## src/rtl/mini_uart_pkg.sv

```systemverilog
package mini_uart_pkg;
  // word indices (addr_i[7:2]); byte offset = index * 4
  localparam logic [5:0] W_SUMMARY = 6'h00;
  localparam logic [5:0] W_ENABLES = 6'h01;
  localparam logic [5:0] W_DATA    = 6'h10;
  localparam logic [5:0] W_IEN     = 6'h11;
  localparam logic [5:0] W_IDENT   = 6'h12;
  localparam logic [5:0] W_LSTAT   = 6'h15;
  localparam logic [5:0] W_CTRL    = 6'h18;
  localparam logic [5:0] W_XSTAT   = 6'h19;

  localparam logic [7:0]  FIFO_ON_BITS = 8'hC0;
  localparam logic [7:0]  TX_IDLE_BITS = 8'h60;
  localparam logic [31:0] XSTAT_BASE   = 32'h0000_030E;

  typedef struct packed {
    logic tx_en;
    logic rx_en;
  } ien_t;
endpackage

```

## src/rtl/mini_uart_rx_fifo.sv

```systemverilog
module mini_uart_rx_fifo #(
  parameter int DEPTH = 8,
  parameter int DW    = 8,
  localparam int PW   = (DEPTH > 1) ? $clog2(DEPTH) : 1,
  localparam int CW   = PW + 1
) (
  input  logic          clk_i,
  input  logic          rst_ni,
  input  logic          push_i,
  input  logic [DW-1:0] push_data_i,
  input  logic          pop_i,
  input  logic          clr_i,
  output logic          ready_o,
  output logic [DW-1:0] head_data_o,
  output logic [CW-1:0] count_o
);
  logic [DW-1:0] mem_q [DEPTH];
  logic [PW-1:0] head_q;
  logic [CW-1:0] cnt_q;
  logic          push_ok, pop_ok;
  logic [CW:0]   slot_sum;
  logic [PW-1:0] slot;
  logic [CW-1:0] cnt_base;

  assign ready_o     = (cnt_q < CW'(DEPTH));
  assign push_ok     = push_i && ready_o;
  assign pop_ok      = pop_i && (cnt_q != '0) && !clr_i;
  assign head_data_o = mem_q[head_q];
  assign count_o     = cnt_q;
  assign cnt_base    = clr_i ? '0 : cnt_q;

  always_comb begin
    slot_sum = {{(CW+1-PW){1'b0}}, head_q} + {1'b0, cnt_base};
    if (slot_sum >= (CW+1)'(DEPTH)) slot_sum = slot_sum - (CW+1)'(DEPTH);
    slot = slot_sum[PW-1:0];
  end

  always_ff @(posedge clk_i or negedge rst_ni) begin
    if (!rst_ni) begin
      head_q <= '0;
      cnt_q  <= '0;
      for (int i = 0; i < DEPTH; i++) mem_q[i] <= '0;
    end else begin
      if (push_ok) mem_q[slot] <= push_data_i;
      if (pop_ok) head_q <= (head_q == PW'(DEPTH-1)) ? '0 : head_q + 1'b1;
      cnt_q <= cnt_base + CW'(push_ok) - CW'(pop_ok);
    end
  end

  a_r10_no_overflow: assert property (@(posedge clk_i) disable iff (!rst_ni)
    cnt_q <= CW'(DEPTH));
  a_r10_full_blocks: assert property (@(posedge clk_i) disable iff (!rst_ni)
    (cnt_q == CW'(DEPTH)) |-> !ready_o);
  a_r12_push_pop_hold: assert property (@(posedge clk_i) disable iff (!rst_ni)
    (push_ok && pop_ok) |=> (cnt_q == $past(cnt_q)));
  a_r5_clear_empties: assert property (@(posedge clk_i) disable iff (!rst_ni)
    (clr_i && !push_i) |=> (cnt_q == '0));
endmodule

```

## src/rtl/mini_uart_status.sv

```systemverilog
module mini_uart_status
  import mini_uart_pkg::*;
#(
  parameter int CW = 4
) (
  input  logic           clk_i,
  input  logic           rst_ni,
  input  ien_t           ien_i,
  input  logic [CW-1:0]  count_i,
  output logic           irq_o,
  output logic [7:0]     ident_o,
  output logic [7:0]     lstat_o,
  output logic [31:0]    xstat_o
);
  logic nonempty, rx_pend;

  assign nonempty = (count_i != '0);
  assign rx_pend  = ien_i.rx_en && nonempty;
  assign irq_o    = rx_pend || ien_i.tx_en;

  // receive data outranks transmit in the identify code
  assign ident_o = FIFO_ON_BITS | (nonempty ? 8'h04 : 8'h02) | {7'b0, !irq_o};
  assign lstat_o = TX_IDLE_BITS | {7'b0, nonempty};

  always_comb begin
    xstat_o = XSTAT_BASE;
    if (nonempty) xstat_o = xstat_o | 32'h1 | (32'(count_i) << 16);
  end

  a_r3_tx_forces_irq: assert property (@(posedge clk_i) disable iff (!rst_ni)
    ien_i.tx_en |-> irq_o);
  a_r3_idle_quiet: assert property (@(posedge clk_i) disable iff (!rst_ni)
    (!ien_i.tx_en && !nonempty) |-> !irq_o);
endmodule

```

## src/rtl/mini_uart_regs.sv

```systemverilog
module mini_uart_regs
  import mini_uart_pkg::*;
#(
  parameter int DEPTH = 8,
  localparam int PW   = (DEPTH > 1) ? $clog2(DEPTH) : 1,
  localparam int CW   = PW + 1
) (
  input  logic        clk_i,
  input  logic        rst_ni,
  input  logic [7:0]  addr_i,
  input  logic        wr_i,
  input  logic        rd_i,
  input  logic [31:0] wdata_i,
  output logic [31:0] rdata_o,
  input  logic [7:0]  rx_data_i,
  input  logic        rx_valid_i,
  output logic        rx_ready_o,
  output logic [7:0]  tx_data_o,
  output logic        tx_valid_o,
  output logic        irq_o
);
  logic [5:0]    widx;
  ien_t          ien_q;
  logic          pop, clr;
  logic [7:0]    head_byte, ident, lstat;
  logic [31:0]   xstat;
  logic [CW-1:0] count;
  logic          tx_valid_q;
  logic [7:0]    tx_data_q;

  assign widx = addr_i[7:2];
  assign pop  = rd_i && (widx == W_DATA);
  assign clr  = wr_i && (widx == W_IDENT) && wdata_i[1];

  mini_uart_rx_fifo #(.DEPTH(DEPTH), .DW(8)) u_fifo (
    .clk_i       (clk_i),
    .rst_ni      (rst_ni),
    .push_i      (rx_valid_i),
    .push_data_i (rx_data_i),
    .pop_i       (pop),
    .clr_i       (clr),
    .ready_o     (rx_ready_o),
    .head_data_o (head_byte),
    .count_o     (count)
  );

  mini_uart_status #(.CW(CW)) u_status (
    .clk_i   (clk_i),
    .rst_ni  (rst_ni),
    .ien_i   (ien_q),
    .count_i (count),
    .irq_o   (irq_o),
    .ident_o (ident),
    .lstat_o (lstat),
    .xstat_o (xstat)
  );

  always_ff @(posedge clk_i or negedge rst_ni) begin
    if (!rst_ni) begin
      ien_q      <= '0;
      tx_valid_q <= 1'b0;
      tx_data_q  <= '0;
    end else begin
      if (wr_i && widx == W_IEN) ien_q <= ien_t'(wdata_i[1:0]);
      tx_valid_q <= wr_i && (widx == W_DATA);
      if (wr_i && widx == W_DATA) tx_data_q <= wdata_i[7:0];
    end
  end

  assign tx_valid_o = tx_valid_q;
  assign tx_data_o  = tx_data_q;

  always_comb begin
    unique case (widx)
      W_SUMMARY: rdata_o = {31'b0, irq_o};
      W_ENABLES: rdata_o = 32'd1;
      W_DATA:    rdata_o = {24'b0, head_byte};
      W_IEN:     rdata_o = {24'b0, FIFO_ON_BITS | {6'b0, ien_q}};
      W_IDENT:   rdata_o = {24'b0, ident};
      W_LSTAT:   rdata_o = {24'b0, lstat};
      W_CTRL:    rdata_o = 32'd3;
      W_XSTAT:   rdata_o = xstat;
      default:   rdata_o = 32'b0;
    endcase
  end

  a_r11_tx_cause: assert property (@(posedge clk_i) disable iff (!rst_ni)
    tx_valid_o |-> $past(wr_i && widx == W_DATA));
  a_r2_ien_hold: assert property (@(posedge clk_i) disable iff (!rst_ni)
    !(wr_i && widx == W_IEN) |=> $stable(ien_q));
endmodule

```

## config.mk

```make
export PLATFORM = sky130hd
export DESIGN_NAME = mini_uart_regs
export DESIGN_NICKNAME = d
export VERILOG_FILES = /design/src/rtl/mini_uart_pkg.sv /design/src/rtl/mini_uart_rx_fifo.sv /design/src/rtl/mini_uart_status.sv /design/src/rtl/mini_uart_regs.sv
export SDC_FILE = /design/constraint.sdc
export NUM_CORES = 1
export LEC_CHECK = 0
export BUFFER_PORTS_ARGS = -buffer_cell sky130_fd_sc_hd__buf_2
export CAP_MARGIN = 20
export CORE_MARGIN = 2
export CORE_UTILIZATION = 50
export DETAILED_ROUTE_END_ITERATION = 10
export PLACE_DENSITY = 0.8
export SLEW_MARGIN = 5
export SYNTH_ARGS = -nofsm -noshare
export SYNTH_HDL_FRONTEND = slang
export SYNTH_SLANG_ARGS = --single-unit
```

## constraint.sdc

```tcl
create_clock -name clk_i -period 5.85 [get_ports clk_i]
set_clock_uncertainty 0.1 [all_clocks]
set_input_delay 0 -clock clk_i [delete_from_list [all_inputs] [get_ports clk_i]]
set_output_delay 0 -clock clk_i [all_outputs]
set_load 0.01 [all_outputs]
```

==> results by group <==
Floorplan
  – Core area: 8640 um^2
  – Die Y: 97.8 um
  – Initial cell density of the core: 51.0%
  – Die W: 97.8 um
  – Total die area: 9570 um^2
  – I/O pin count: 96
  – Num rows: 34

Synth
  – Syn avg cell area: 13.3 um^2
  – Mapped cell area: 4400 um^2
  – Synth Area in XOR/XNOR: 1.59%
  – Netlist cell types: 51
  – Mux contribution to synthesized area: 32.2%
  – Compound-Gate Fraction of Synth Area: 5.46%
  – Sequential-to-total area share from yosys stat: 46.6%
  – Most frequently used flop master after synthesis: dfrtp_1
  – Post-Synth Adder-Cell Area: 2.45%
  – Largest family of logic cells by synthesized area: multiplexers
  – Flop and latch count out of synthesis: 82
  – Yosys warnings: 0
  – Number of enable flip-flop cells after synthesis: 0
  – Ys async rst share: 100%
  – Post-Synth Simple-Gate Area: 6.40%
  – Cells after Synth: 331

Timing
  – Final hold vios: 0
  – Setup Viol. Count Final: 0
  – Tcrit/Tclk final: 63.3%
  – Final slew viol count: 0
  – Minimum clock period: 3.70 ns
  – Maximum clock rate: 270 MHz
  – Worst Tran Pin Value: 0.982 ns
  – Hold Slack: 0.0443 ns
  – Setup TNS: 0 ns
  – RSZ-0062 raised after global routing: false
  – Relative slew slack: 34.5%

Run status
  – Status: finished, final reports clean

Layout
  – Final Util: 59.3%
  – Final instance area: 5120 um^2
  – # diodes: 0
  – Most common cell after layout, fill and taps aside: dfrtp_1
  – Nets: 463
  – Fill cell count: 683
  – Most frequent cells in the layout: dfrtp_1, mux2_2, buf_2
  – Syn-to-layout area delta: 16.4%
  – Layout cell share with drive strength beyond 1: 42.9%

GRT
  – GRT Residual Overflow: 0
  – Vias in the first global route: 2988
  – Initial antenna violation count: 0
  – First-pass GRT wire length: 15100 um
  – Pin count of the biggest net entering global routing: 83
  – GR Util All Layers: 20.1%

Place
  – DP Area: 4680 um^2
  – Buffers on Ports: 51
  – Gp weighted congestion: 0.865
  – Detailed Place HPWL: 6130 um

Hold path
  – Hold Path Class: input port to asynchronous set/reset pin

Worst setup path
  – Worst reg2reg path depth: 6
  – Critical path's largest stage delay: 0.63 ns
  – Crit-path max FO: 8
  – Worst Path Arrival: 3.83 ns
  – Crit end category: flip-flop
  – Critical path class: input port to flip-flop
  – Most common cell on crit path: ha_1
  – R2r setup slk: 2.54 ns
  – CP Buf/Inv Count: 2
  – Worst path slowest cell: mux2i_2
  – Crit path depth: 11
  – WP data required: 5.98 ns
  – Type of origin of the critical path: input port
  – Critical-path cell list: dlygate4sd3_1 -> buf_2 -> or4b_4 -> or2_2 -> and2_1 -> ha_1 -> ha_1 -> nor3b_1 -> o21ai_0 -> mux2i_2 -> mux2_2
  – CP delay by family, top: simple AND/OR/NAND/NOR gates

Route
  – Final ANT Viol Nets: 0
  – DR WL/cell: 17.6 um
  – Iteration count of the initial detailed-routing pass: 4
  – DR vias: 2882
  – DRT iter0 DRCs: 135
  – DRC: 0
  – Drt via density: 5.61
  – Post-Route WL: 9060 um

Power and ir drop
  – Maximum VDD drop: 0.000220 V
  – Total power: 2310 uW
  – Pleak: 0.00230 uW
  – Cell Pwr Density: 450 nW/um^2

Clocking
  – Clk slew on worst S/H paths: 0.08 ns
  – Clock Path Buffers: 2
  – Root buf cell: clkbuf_8
  – Clock sinks: 82
  – CTS buffer count: 9
  – CTS tree: built
  – Clock Latency Late Sink: 0.35 ns
  – Htree depth: 3

Run
  – Max_cap viols: 0
[area by class of cell]
class	count	area [um^2]	area share [%]
repair buffers	73	493	9.62
clock inverters	4	76.3	1.49
multi-input cells	225	2180	42.6
inverters	11	41.3	0.806
clock buffers	11	141	2.76
well taps	108	135	2.64
flip-flops and latches	82	2050	40.0
[per-layer routing]
metal	share of wire, %	vias up	global-route usage, %
met5	0	-	0
met4	0.88	0	5.13
met3	4.3	11	4.80
met2	50	97	33.9
met1	44	1458	26.5
li1	-	1316	-
[state kept, by name (all words and copies together), names as in the netlist]
signal and flops:
u_fifo.mem_q 64, tx_data_o 8, u_fifo.count_o 4, u_fifo.head_q 3, ien_q 2, tx_valid_o 1
[worst register-to-register path, stage by stage (launching register included)]
cell and delay [ns]:
dfrtp_1 1.00, xnor2_1 0.18, ha_1 0.37, nor3b_1 0.26
o21ai_0 0.24, mux2i_2 0.63, mux2_2 0.42
[report_power, final]
group          switching [uW]  internal (uW)  total (uW)
sequential                163            816         979
clock                     198            251         448
combinational             376            502         878
total                     736           1570        2310
[cell families after synthesis]
group	Yosys count
simple gates	49
other cells	1
fa+ha+maj	8
xor+xnor	5
compound gates	36
flops	82
buf+inv	41
mux	109
[final timing paths]
path / startpoint / end
max: addr_i[6] / u_fifo.mem_q[23]
min reg2reg: u_fifo.mem_q[34] / u_fifo.mem_q[34]
min: rst_ni / u_fifo.mem_q[36]
max reg2reg: u_fifo.head_q[1] / u_fifo.mem_q[23]
min in group clk_i: addr_i[7] / ien_q[1]
max in group asynchronous: rst_ni / u_fifo.mem_q[49]
[stage by stage]
stage          setup slack, ns  instances
4_1_cts                   2.14        513
6_report                  2.15        514
3_5_place_dp              2.23        478
2_1_floorplan             2.85        348
3_3_place_gp              2.31        478
5_1_grt                   1.92        514
[synthesized netlist by cell type, drive strengths merged (3+ instances only)]
library cell | count | area (um^2)
dfrtp | 82 | 2050
mux2 | 79 | 890
buf | 22 | 156
mux2i | 17 | 235
mux4 | 13 | 293
o21ai | 13 | 76.3
inv | 11 | 41.3
clkbuf | 8 | 30.0
nand2 | 8 | 30.0
ha | 7 | 87.6
a21oi | 6 | 30.0
nor2 | 6 | 22.5
and2 | 5 | 31.3
nand3 | 5 | 25.0
nor3 | 5 | 25.0
nor2b | 4 | 25.0
nor3b | 3 | 22.5
xnor2 | 3 | 33.8
[repair_timing]
action,in CTS,in global routing
endpoints found under the setup margin,0,0
resized for setup,0,0
hold endpoints to repair,156,0
buffers inserted,0,0
hold buffers,20,0
Power figures use the tool's default switching activity.
